$ cat config.mk
export PLATFORM = sky130hd
export DESIGN_NAME = irq_pq_ctrl
export DESIGN_NICKNAME = d
export VERILOG_FILES = /design/src/rtl/irq_pq_pkg.sv /design/src/rtl/irq_pq_decode.sv /design/src/rtl/irq_pq_cell.sv /design/src/rtl/irq_pq_arb.sv /design/src/rtl/irq_pq_ctrl.sv
export SDC_FILE = /design/constraint.sdc
export NUM_CORES = 1
export LEC_CHECK = 0
export ABC_AREA = 1
export CORE_AREA = 2 2 72 74
export CTS_CLUSTER_SIZE = 8
export DETAILED_ROUTE_END_ITERATION = 12
export DIE_AREA = 0 0 74 76
export PLACE_DENSITY_LB_ADDON = 0.15
export SLEW_MARGIN = 10
export SYNTH_ARGS = -nofsm -noshare
export SYNTH_HDL_FRONTEND = slang
export SYNTH_SLANG_ARGS = --single-unit
$ cat constraint.sdc
create_clock -name clk -period 2.2 [get_ports clk]
set_clock_uncertainty 0.05 [all_clocks]
set_input_delay 0.66 -clock clk [delete_from_list [all_inputs] [get_ports clk]]
set_output_delay 0.66 -clock clk [all_outputs]
set_load 0.05 [all_outputs]
$ cat src/rtl/irq_pq_pkg.sv
package irq_pq_pkg;

    typedef logic [1:0] pq_t;

    localparam pq_t PQ_IDLE   = 2'b00;
    localparam pq_t PQ_OFF    = 2'b01;
    localparam pq_t PQ_PEND   = 2'b10;
    localparam pq_t PQ_QUEUED = 2'b11;

    typedef enum logic [2:0] {
        OP_NONE,
        OP_READ,
        OP_EOI,
        OP_SET,
        OP_TRIG
    } op_e;

    typedef struct packed {
        op_e kind;
        pq_t val;
    } op_t;

    typedef struct packed {
        pq_t  pq;
        logic fire;
    } step_t;

    function automatic step_t pq_on_trigger(pq_t cur, logic bypass);
        step_t r;
        r.pq   = cur;
        r.fire = 1'b0;
        if (bypass) begin
            r.fire = 1'b1;
        end else begin
            case (cur)
                PQ_IDLE: begin
                    r.pq   = PQ_PEND;
                    r.fire = 1'b1;
                end
                PQ_PEND: r.pq = PQ_QUEUED;
                default: r.pq = cur;
            endcase
        end
        return r;
    endfunction

    function automatic step_t pq_on_eoi(pq_t cur);
        step_t r;
        r.fire = (cur == PQ_QUEUED);
        r.pq   = (cur == PQ_QUEUED) ? PQ_PEND : PQ_IDLE;
        return r;
    endfunction

endpackage

$ cat src/rtl/irq_pq_decode.sv
module irq_pq_decode
    import irq_pq_pkg::*;
#(
    parameter int NUM_SRC   = 8,
    parameter int WIN_SHIFT = 13,
    parameter int SRC_W     = 3,
    parameter int ADDR_W    = 16
) (
    input  logic              bus_vld,
    input  logic              bus_we,
    input  logic [ADDR_W-1:0] bus_addr,
    input  logic              cfg_store_eoi,
    output logic              hit,
    output logic [SRC_W-1:0]  src,
    output op_t               op
);

    localparam bit TWO_PAGE = (WIN_SHIFT == 13) || (WIN_SHIFT == 17);

    logic       mgmt;
    logic [1:0] cls;
    logic       in_range;
    logic       unused_addr;

    assign src         = bus_addr[ADDR_W-1:WIN_SHIFT];
    assign cls         = bus_addr[11:10];
    assign unused_addr = ^bus_addr;

    generate
        if (TWO_PAGE) begin : g_two
            assign mgmt = bus_addr[WIN_SHIFT-1];
        end else begin : g_one
            assign mgmt = 1'b1;
        end
        if (NUM_SRC == (1 << SRC_W)) begin : g_full
            assign in_range = 1'b1;
        end else begin : g_part
            assign in_range = (int'(src) < NUM_SRC);
        end
    endgenerate

    assign hit = bus_vld && in_range;

    always_comb begin
        op.kind = OP_NONE;
        op.val  = bus_addr[9:8];
        if (!mgmt) begin
            op.kind = bus_we ? OP_TRIG : OP_READ;
        end else if (bus_we) begin
            case (cls)
                2'b01:   op.kind = cfg_store_eoi ? OP_EOI : OP_NONE;
                2'b10:   op.kind = OP_TRIG;
                default: op.kind = OP_NONE;
            endcase
        end else begin
            case (cls)
                2'b00:   op.kind = OP_EOI;
                2'b11:   op.kind = OP_SET;
                default: op.kind = OP_READ;
            endcase
        end
    end

endmodule

$ cat src/rtl/irq_pq_cell.sv
module irq_pq_cell
    import irq_pq_pkg::*;
#(
    parameter bit IS_LEVEL = 1'b0
) (
    input  logic clk,
    input  logic rst,
    input  logic sel,
    input  op_t  op,
    input  logic trig,
    input  logic cfg_pq_off,
    input  logic grant,
    output pq_t  pq,
    output logic asrt,
    output logic req
);

    pq_t   pq_n;
    logic  fire;
    logic  hw_evt;
    logic  busy;
    step_t s;

    assign hw_evt = IS_LEVEL ? (trig & ~asrt) : trig;
    assign busy   = sel && (op.kind != OP_NONE) && (op.kind != OP_READ);

    always_comb begin
        pq_n = pq;
        fire = 1'b0;
        s    = '0;
        if (sel) begin
            case (op.kind)
                OP_SET: pq_n = op.val;
                OP_EOI: begin
                    s    = pq_on_eoi(pq);
                    pq_n = s.pq;
                    fire = s.fire;
                    if (IS_LEVEL && asrt) begin
                        s    = pq_on_trigger(pq_n, cfg_pq_off);
                        pq_n = s.pq;
                        fire = fire | s.fire;
                    end
                end
                OP_TRIG: begin
                    s    = pq_on_trigger(pq, cfg_pq_off);
                    pq_n = s.pq;
                    fire = s.fire;
                end
                default: pq_n = pq;
            endcase
        end
        if (hw_evt) begin
            s    = pq_on_trigger(pq_n, cfg_pq_off);
            pq_n = s.pq;
            fire = fire | s.fire;
        end
    end

    always_ff @(posedge clk) begin
        if (rst) begin
            pq   <= PQ_IDLE;
            req  <= 1'b0;
            asrt <= 1'b0;
        end else begin
            pq   <= pq_n;
            req  <= (req & ~grant) | fire;
            asrt <= IS_LEVEL ? trig : 1'b0;
        end
    end

    // an idle source hit by a plain trigger becomes pending with a notify queued
    a_r2_idle_trigger_notifies: assert property (@(posedge clk) disable iff (rst)
        (!busy && pq == PQ_IDLE && hw_evt && !cfg_pq_off) |=> (pq == PQ_PEND && req));

    // the off state absorbs triggers
    a_r2_off_absorbs: assert property (@(posedge clk) disable iff (rst)
        (!busy && pq == PQ_OFF) |=> (pq == PQ_OFF));

    // with the check disabled, triggers never move the state
    a_r10_bypass_keeps_state: assert property (@(posedge clk) disable iff (rst)
        (!busy && cfg_pq_off) |=> $stable(pq));

    // a rising level always leaves the source out of idle
    a_r9_rise_leaves_idle: assert property (@(posedge clk) disable iff (rst)
        (IS_LEVEL && $rose(asrt) && !$past(cfg_pq_off)) |-> (pq != PQ_IDLE));

endmodule

$ cat src/rtl/irq_pq_arb.sv
module irq_pq_arb #(
    parameter int NUM_SRC = 8,
    parameter int SRC_W   = 3
) (
    input  logic               clk,
    input  logic               rst,
    input  logic [NUM_SRC-1:0] req,
    input  logic               ready,
    output logic               valid,
    output logic [SRC_W-1:0]   src,
    output logic [NUM_SRC-1:0] grant
);

    assign valid = |req;

    always_comb begin
        src = '0;
        for (int i = NUM_SRC - 1; i >= 0; i--) begin
            if (req[i]) src = SRC_W'(i);
        end
    end

    generate
        for (genvar g = 0; g < NUM_SRC; g++) begin : g_grant
            assign grant[g] = valid && ready && (src == SRC_W'(g));
        end
    endgenerate

    // a stalled notify stays presented
    a_r11_hold_valid: assert property (@(posedge clk) disable iff (rst)
        (valid && !ready) |=> valid);

    // a stalled notify may only be overtaken by a lower source
    a_r11_no_higher: assert property (@(posedge clk) disable iff (rst)
        (valid && !ready) |=> (src <= $past(src)));

endmodule

$ cat src/rtl/irq_pq_ctrl.sv
module irq_pq_ctrl
    import irq_pq_pkg::*;
#(
    parameter int                 NUM_SRC    = 8,
    parameter int                 WIN_SHIFT  = 13,
    parameter logic [NUM_SRC-1:0] LEVEL_MASK = '0,
    parameter int                 SRC_W      = (NUM_SRC > 1) ? $clog2(NUM_SRC) : 1,
    parameter int                 ADDR_W     = SRC_W + WIN_SHIFT
) (
    input  logic               clk,
    input  logic               rst,
    input  logic [NUM_SRC-1:0] trig_in,
    input  logic               bus_vld,
    input  logic               bus_we,
    input  logic [ADDR_W-1:0]  bus_addr,
    input  logic               cfg_store_eoi,
    input  logic               cfg_pq_off,
    input  logic               ntf_ready,
    output logic               ntf_valid,
    output logic [SRC_W-1:0]   ntf_src,
    output logic               rsp_vld,
    output logic [2:0]         rsp_data
);

    logic               hit;
    logic [SRC_W-1:0]   sel_src;
    op_t                op;
    pq_t                pq_v   [NUM_SRC];
    logic [NUM_SRC-1:0] asrt_v;
    logic [NUM_SRC-1:0] req_v;
    logic [NUM_SRC-1:0] grant_v;

    irq_pq_decode #(
        .NUM_SRC  (NUM_SRC),
        .WIN_SHIFT(WIN_SHIFT),
        .SRC_W    (SRC_W),
        .ADDR_W   (ADDR_W)
    ) u_dec (
        .bus_vld      (bus_vld),
        .bus_we       (bus_we),
        .bus_addr     (bus_addr),
        .cfg_store_eoi(cfg_store_eoi),
        .hit          (hit),
        .src          (sel_src),
        .op           (op)
    );

    generate
        for (genvar g = 0; g < NUM_SRC; g++) begin : g_cell
            irq_pq_cell #(.IS_LEVEL(LEVEL_MASK[g])) u_cell (
                .clk       (clk),
                .rst       (rst),
                .sel       (hit && (sel_src == SRC_W'(g))),
                .op        (op),
                .trig      (trig_in[g]),
                .cfg_pq_off(cfg_pq_off),
                .grant     (grant_v[g]),
                .pq        (pq_v[g]),
                .asrt      (asrt_v[g]),
                .req       (req_v[g])
            );
        end
    endgenerate

    irq_pq_arb #(.NUM_SRC(NUM_SRC), .SRC_W(SRC_W)) u_arb (
        .clk  (clk),
        .rst  (rst),
        .req  (req_v),
        .ready(ntf_ready),
        .valid(ntf_valid),
        .src  (ntf_src),
        .grant(grant_v)
    );

    always_ff @(posedge clk) begin
        if (rst) begin
            rsp_vld  <= 1'b0;
            rsp_data <= '0;
        end else begin
            rsp_vld  <= bus_vld && !bus_we;
            rsp_data <= hit ? {asrt_v[sel_src], pq_v[sel_src]} : 3'b000;
        end
    end

    // every load is answered on the next cycle
    a_r4_load_answered: assert property (@(posedge clk) disable iff (rst)
        (bus_vld && !bus_we) |=> rsp_vld);

    // no answer without a load
    a_r4_no_spurious_rsp: assert property (@(posedge clk) disable iff (rst)
        !(bus_vld && !bus_we) |=> !rsp_vld);

endmodule

* Word-level counts from Yosys, hierarchy flattened *
Memory sizes are Yosys's and may differ from the RTL's. A register that Yosys moved wholly into a read port is not among the register bits.
Cells that the tools add are included.

word-level totals
  register bits after elaboration = 28
  latch bits = 0
  memory bits (writable) = 0
  ROM bits = 8
  output and inout bits = 8
  word-level logic and storage cells = 285
  memories kept = 1

cells by class
  add/subtract/negate cells = 0
  multipliers = 0
  div/mod/pow operators = 0
  magnitude comparators = 2
  eq/ne operators = 44
  shift operators = 0
  mux-type cells = 146
  bitwise operators = 34
  reduce and logical (&&, ||, !) cells = 40

memory list
  name              depth  width  read ports  clocked after Yosys merged registers in  write ports  line               source
  (name not given)  8      1      1           1                                        0            irq_pq_ctrl.sv:81  rsp_data <= hit ? {asrt_v[sel_src], pq_v[sel_src]} : 3'b000;

operator list
  operator                                              number
  two-way mux 2 bit                                     43
  case mux 2 bit (2 select lines)                       17
  two-way mux 1 bit                                     57
  equality test 2 bit (second input constant)           26
  case mux 2 bit (3 select lines)                       8
  zero test 2 bit                                       17
  two-way mux 3 bit                                     11
  equality test 3 bit (second input constant)           9
  equality test 3 x 2 -> 1 bit (second input constant)  6
  logical AND 1 bit                                     18
  bitwise OR 1 bit                                      16
  case mux 1 bit (2 select lines)                       8
  NOT 1 bit                                             9
  bitwise AND 1 bit                                     8
  OR reduction 8 bit                                    1
  binary-select mux 2 bit (select 3 bit)                1
  equality test 3 x 1 -> 1 bit (second input constant)  2
  zero test 3 bit                                       2
  case mux 3 bit (2 select lines)                       1
  >= comparator 4 bit (second input constant)           1
  < comparator 3 x 4 -> 1 bit (second input constant)   1
  NOT 3 -> 4 bit                                        1
  equality test 2 x 1 -> 1 bit (second input constant)  1
  OR reduction 2 bit                                    1
  zero test 1 bit                                       1

* Depth between registers and ports, before layout *
  depth in word-level cells = 14
  depth in mapped cells = 17

* Modules after synthesis *
Synthesis repeated with hierarchy kept, for this count alone.

second synthesis, totals
  cell total of the unflattened synthesis = 533
  area, all modules = 2887.8 sq um

modules (own cells, without submodules)
  module         times used  cells each  area each (sq um)
  irq_pq_cell    8           49          269.0
  irq_pq_ctrl    1           83          400.4
  irq_pq_arb     1           39          209.0
  irq_pq_decode  1           19          126.4

* Worst setup path before layout *
OpenSTA, ideal clock, no wires.

  path kind = input port to flip-flop
  start point = input port bus_addr[10]
  end point = register g_cell[3].u_cell.req
  library setup time = 0.129 ns
  arrival time = 2.083 ns
  required time = 2.021 ns
  path slack = -0.062 ns
  cell stages on the path = 14
  path buffers = 1
  cells stage by stage = inv_1 > ha_1 > nand3_1 > a21oi_2 > nand2_2 > nand3_4 > buf_6 > nand2_2 > nand2_1 > nand2_2 > nand2_2 > nand2_1 > nand2_1 > a21oi_1

on the way
  word-level cells in the longest chain between the ends = 14
  elaborated cells between the ends (all ways) = 22
  those cells by class = eq/ne: 6; mux: 12; bitwise: 2; reduce/logical: 2

ends and longest elaborated chain
  item                                                                                line                                      source
  from (decl)                                                                         irq_pq_ctrl.sv:15                         input logic [ADDR_W-1:0] bus_addr,
  equality test 2 bit (tied with other cells)                                         irq_pq_decode.sv:56                       case (cls)
  case mux 2 bit (2 select lines) or case mux 3 bit (2 select lines) (tied branches)  irq_pq_decode.sv:56, irq_pq_decode.sv:50
  two-way mux 3 bit *                                                                 irq_pq_decode.sv:49                       end else if (bus_we) begin
  two-way mux 3 bit *                                                                 irq_pq_decode.sv:47                       if (!mgmt) begin
  equality test 3 bit or equality test 3 x 2 -> 1 bit (tied branches)                 irq_pq_cell.sv:32                         case (op.kind)
  case mux 2 bit (3 select lines)                                                     irq_pq_cell.sv:32
  two-way mux 2 bit                                                                   irq_pq_cell.sv:31                         if (sel) begin
  zero test 2 bit                                                                     irq_pq_pkg.sv:35                          case (cur)
  two-way mux 1 bit                                                                   irq_pq_pkg.sv:35
  two-way mux 1 bit                                                                   irq_pq_pkg.sv:32                          if (bypass) begin
  two-way mux 1 bit                                                                   irq_pq_cell.sv:52                         if (hw_evt) begin
  bitwise OR 1 bit                                                                    irq_pq_cell.sv:55                         fire = fire | s.fire;
  two-way mux 1 bit *                                                                 irq_pq_cell.sv:52
  bitwise OR 1 bit *                                                                  irq_pq_cell.sv:66                         req <= (req & ~grant) | fire;
  to (signal assigned)                                                                irq_pq_cell.sv:66
  to (decl)                                                                           irq_pq_cell.sv:15                         output logic req

Mark *: on every way between the ends. The rest lies on a longest branch, timed or not. The select of a mux whose other input is x is not followed.
A chain may end at the register's enable or synchronous reset.

* Worst setup path in the final report *
  start point = register g_cell[7].u_cell.req
  end point = output port ntf_src[2]

on the way
  word-level cells in the longest chain between the ends = 8

ends and longest elaborated chain
  item                            line               source
  from (decl)                     irq_pq_cell.sv:15
  from (signal assigned)          irq_pq_cell.sv:66
  two-way mux 3 bit (8 in a row)  irq_pq_arb.sv:19   if (req[i]) src = SRC_W'(i);
  to (decl)                       irq_pq_ctrl.sv:20  output logic [SRC_W-1:0] ntf_src,

Every way passes these cells.

==> metrics.txt <==
status finished with violations; violated checks negative setup slack; Via Count 2903; cell at the slowest stage of the critical path dfxtp_2; CP arrival 1.49 ns; Seq/Total Area, Yosys about 23%; Die Span Y 76 um; Leakage 1.565 nW; Clock Path Buffers 2; Root Buffer clkbuf_8; R2R setup slack 0.40 ns; commonest non-fill, non-tap cell in the layout nand2_1; standard-cell rows 26; first-pass GRT wire length roughly 12 mm; worst setup margin -0.0006176 ns; Cell Area, Placed 3074 sq um; RR Startpoint g_cell[0].u_cell.req$_SDFF_PP0_; worst slack, placed -0.6393 ns; crit path time final 2.201 ns; clock-pin transition on the worst setup and hold timing paths approximately 0.1 ns; r2r endpoint g_cell[7].u_cell.req$_SDFF_PP0_; setup_tns -0.0006176 ns; Pins Over Slew Limit 0; Fill cells 414; drt drc 0; most frequent cells in the layout 118 x nand2_1, 48 x inv_1, 42 x buf_4; Worst Path Buf+Inv 2; CTS sink count 27; CTS tree yes; Avg Inst Size Synth 5.566 sq um; Worst Path Max Fanout 3; wire per inst 13.12 um; unrepaired setup endpoints after global routing true; total CTS buffers 3; Antenna Cells 0; Syn Inst Count ~420; start point of the critical path g_cell[7].u_cell.req$_SDFF_PP0_; share of cells above drive strength 1 between 20 and 30%; crit path kind reg2out; CP cell instances or2_2, nor2_1, nand2_1, nand2_2, inv_2, buf_12; Final Routed Wirelength 7.361 mm; I/O Pins 39; synth-to-layout area growth 45.28%; vias in the first global route 2685; Yosys reg bits 27; Clock Latency Late Sink 0.28 ns; GRT Total Usage between 20% and 30%; worst stage delay on the critical path 0.35 ns; total die area 5624 sq um; routed vias/inst 5.175; worst hold margin 0.5216 ns; total grt overflow 0; Setup-failing EPs final 1; synth warn 0; Worst Hold Class reg2reg; PortBufs 29; Setup crit end ntf_src[2]; CP Launch Type flip-flop; initial core utilization 47.48%; post-route clock period utilization 100.0%; Mapped Nets 453; Horiz. Die Dim 74 um; cell area after synthesis 2332 sq um; CTS Hold Bufs 0; CORE AREA between 4000 and 5000 sq um; WP data required between 1 and 1.5 ns; GP Congestion 0.8973; final net count 526; final instance area between 3000 and 4000 sq um; post-synthesis cell type count 28; Max-Cap Viols 0; Initial DRC Count 211; initial antenna violation count 0; critical path depth in cells 6; pwr dens 445.3 nW/um^2; Max VDD drop 0.0003366 V; Final Hold Viols 0; hpwl dp about 5.2 mm; largest net degree at the start of global routing 17; CP top delay family simple AND/OR/NAND/NOR gates; ANT nets after route 0; Critical Path End Type primary output; drt pass-1 iters 5; htree depth 1; Worst R2R Path Depth 9; fmax 454.4 MHz
[worst min-delay path, cell delays in order, from the launching register on]
cell	delay, ns
dfxtp_1	0.35
a21oi_1	0.07
a21oi_1	0.12
[repair_timing]
action                                  in CTS  in global routing
cloned                                       1                  0
setup buffers                                1                  2
resized for setup                           25                 54
endpoints found under the setup margin      27                 27
pin swaps                                   11                 17
[worst min-delay path by stage]
stage / startpoint / depth (start not counted) / endpoint
after floorplan: g_cell[1].u_cell.pq[0]$_SDFF_PP0_ / 2 / rsp_data[0]$_SDFF_PP0_
after global placement: g_cell[4].u_cell.req$_SDFF_PP0_ / 2 / g_cell[4].u_cell.req$_SDFF_PP0_
after detailed placement: g_cell[4].u_cell.req$_SDFF_PP0_ / 2 / g_cell[4].u_cell.req$_SDFF_PP0_
after CTS: g_cell[2].u_cell.pq[1]$_SDFF_PP0_ / 2 / rsp_data[1]$_SDFF_PP0_
after global routing: g_cell[2].u_cell.pq[1]$_SDFF_PP0_ / 2 / rsp_data[1]$_SDFF_PP0_
final: g_cell[4].u_cell.req$_SDFF_PP0_ / 2 / g_cell[4].u_cell.req$_SDFF_PP0_
[report_power, final]
| part | switching, mW | internal [mW] | leakage (nW) |
|---|---|---|---|
| clock network | 0.169 | 0.130 | 0.0228 |
| logic | 0.371 | 0.278 | 1.32 |
| registers | 0.0356 | 0.524 | 0.223 |
| total | 0.577 | 0.932 | 1.56 |
[metal layers]
layer / GRT usage [%] / wire (um)
met5: 0 / 0
met4: 6.909 / 110
met3: 3.704 / 387
met2: 45.27 / 3769
met1: 33.01 / 3094
[synthesized netlist by cell type]
cell / count / area (sq um)
nand2_1: 137 / 514.2
inv_1: 54 / 202.7
nor2_1: 47 / 176.4
a21oi_1: 43 / 215.2
nand3_1: 33 / 165.2
dfxtp_1: 27 / 540.5
o21ai_0: 26 / 130.1
nand2_2: 14 / 87.58
nand3b_1: 8 / 60.06
buf_2: 4 / 20.02
clkbuf_1: 3 / 11.26
ha_1: 3 / 37.54
a311oi_1: 2 / 17.52
nand2_4: 2 / 22.52
o2111ai_1: 2 / 17.52
or2_2: 2 / 12.51
a21boi_4: 1 / 18.77
a21oi_2: 1 / 8.760
a31oi_1: 1 / 6.260
buf_1: 1 / 3.750
buf_4: 1 / 7.510
buf_6: 1 / 11.26
clkinv_1: 1 / 3.750
conb_1: 1 / 3.750
inv_2: 1 / 3.750
nand3_4: 1 / 17.52
nor2_4: 1 / 11.26
nor3_1: 1 / 5.000
[per-stage QoR]
step	util [%]	total power, mW	cells
6_report	68.98	1.509	561
5_1_grt	68.98	1.591	561
4_1_cts	65.33	1.446	559
3_5_place_dp	62.58	1.124	553
3_3_place_gp	62.58	1.115	553
2_1_floorplan	-	0.9024	419
[flip-flops by register name (all words and copies together), names as in the netlist]
register           count
g_cell.u_cell.pq      16
g_cell.u_cell.req      8
rsp_data               2
rsp_vld                1
[cell families after synthesis]
logic type                 share of synthesized area [%]
adders and majority gates                          1.610
DFF                                                23.18
other                                             0.1608
AOI/OAI and AO/OA                                  17.76
buffers and inverters                              11.32
and+or+nand+nor                                    45.98
[layout make-up]
type | count | area, sq um | share of cell area [%]
well taps | 70 | 87.58 | 2.585
inverters | 56 | 221.5 | 6.536
flip-flops and latches | 27 | 543.0 | 16.03
clock buffers | 4 | 45.04 | 1.329
multi-input cells | 327 | 1747 | 51.55
repair buffers | 77 | 744.5 | 21.97
No activity file was read; power rests on OpenSTA's default activity.
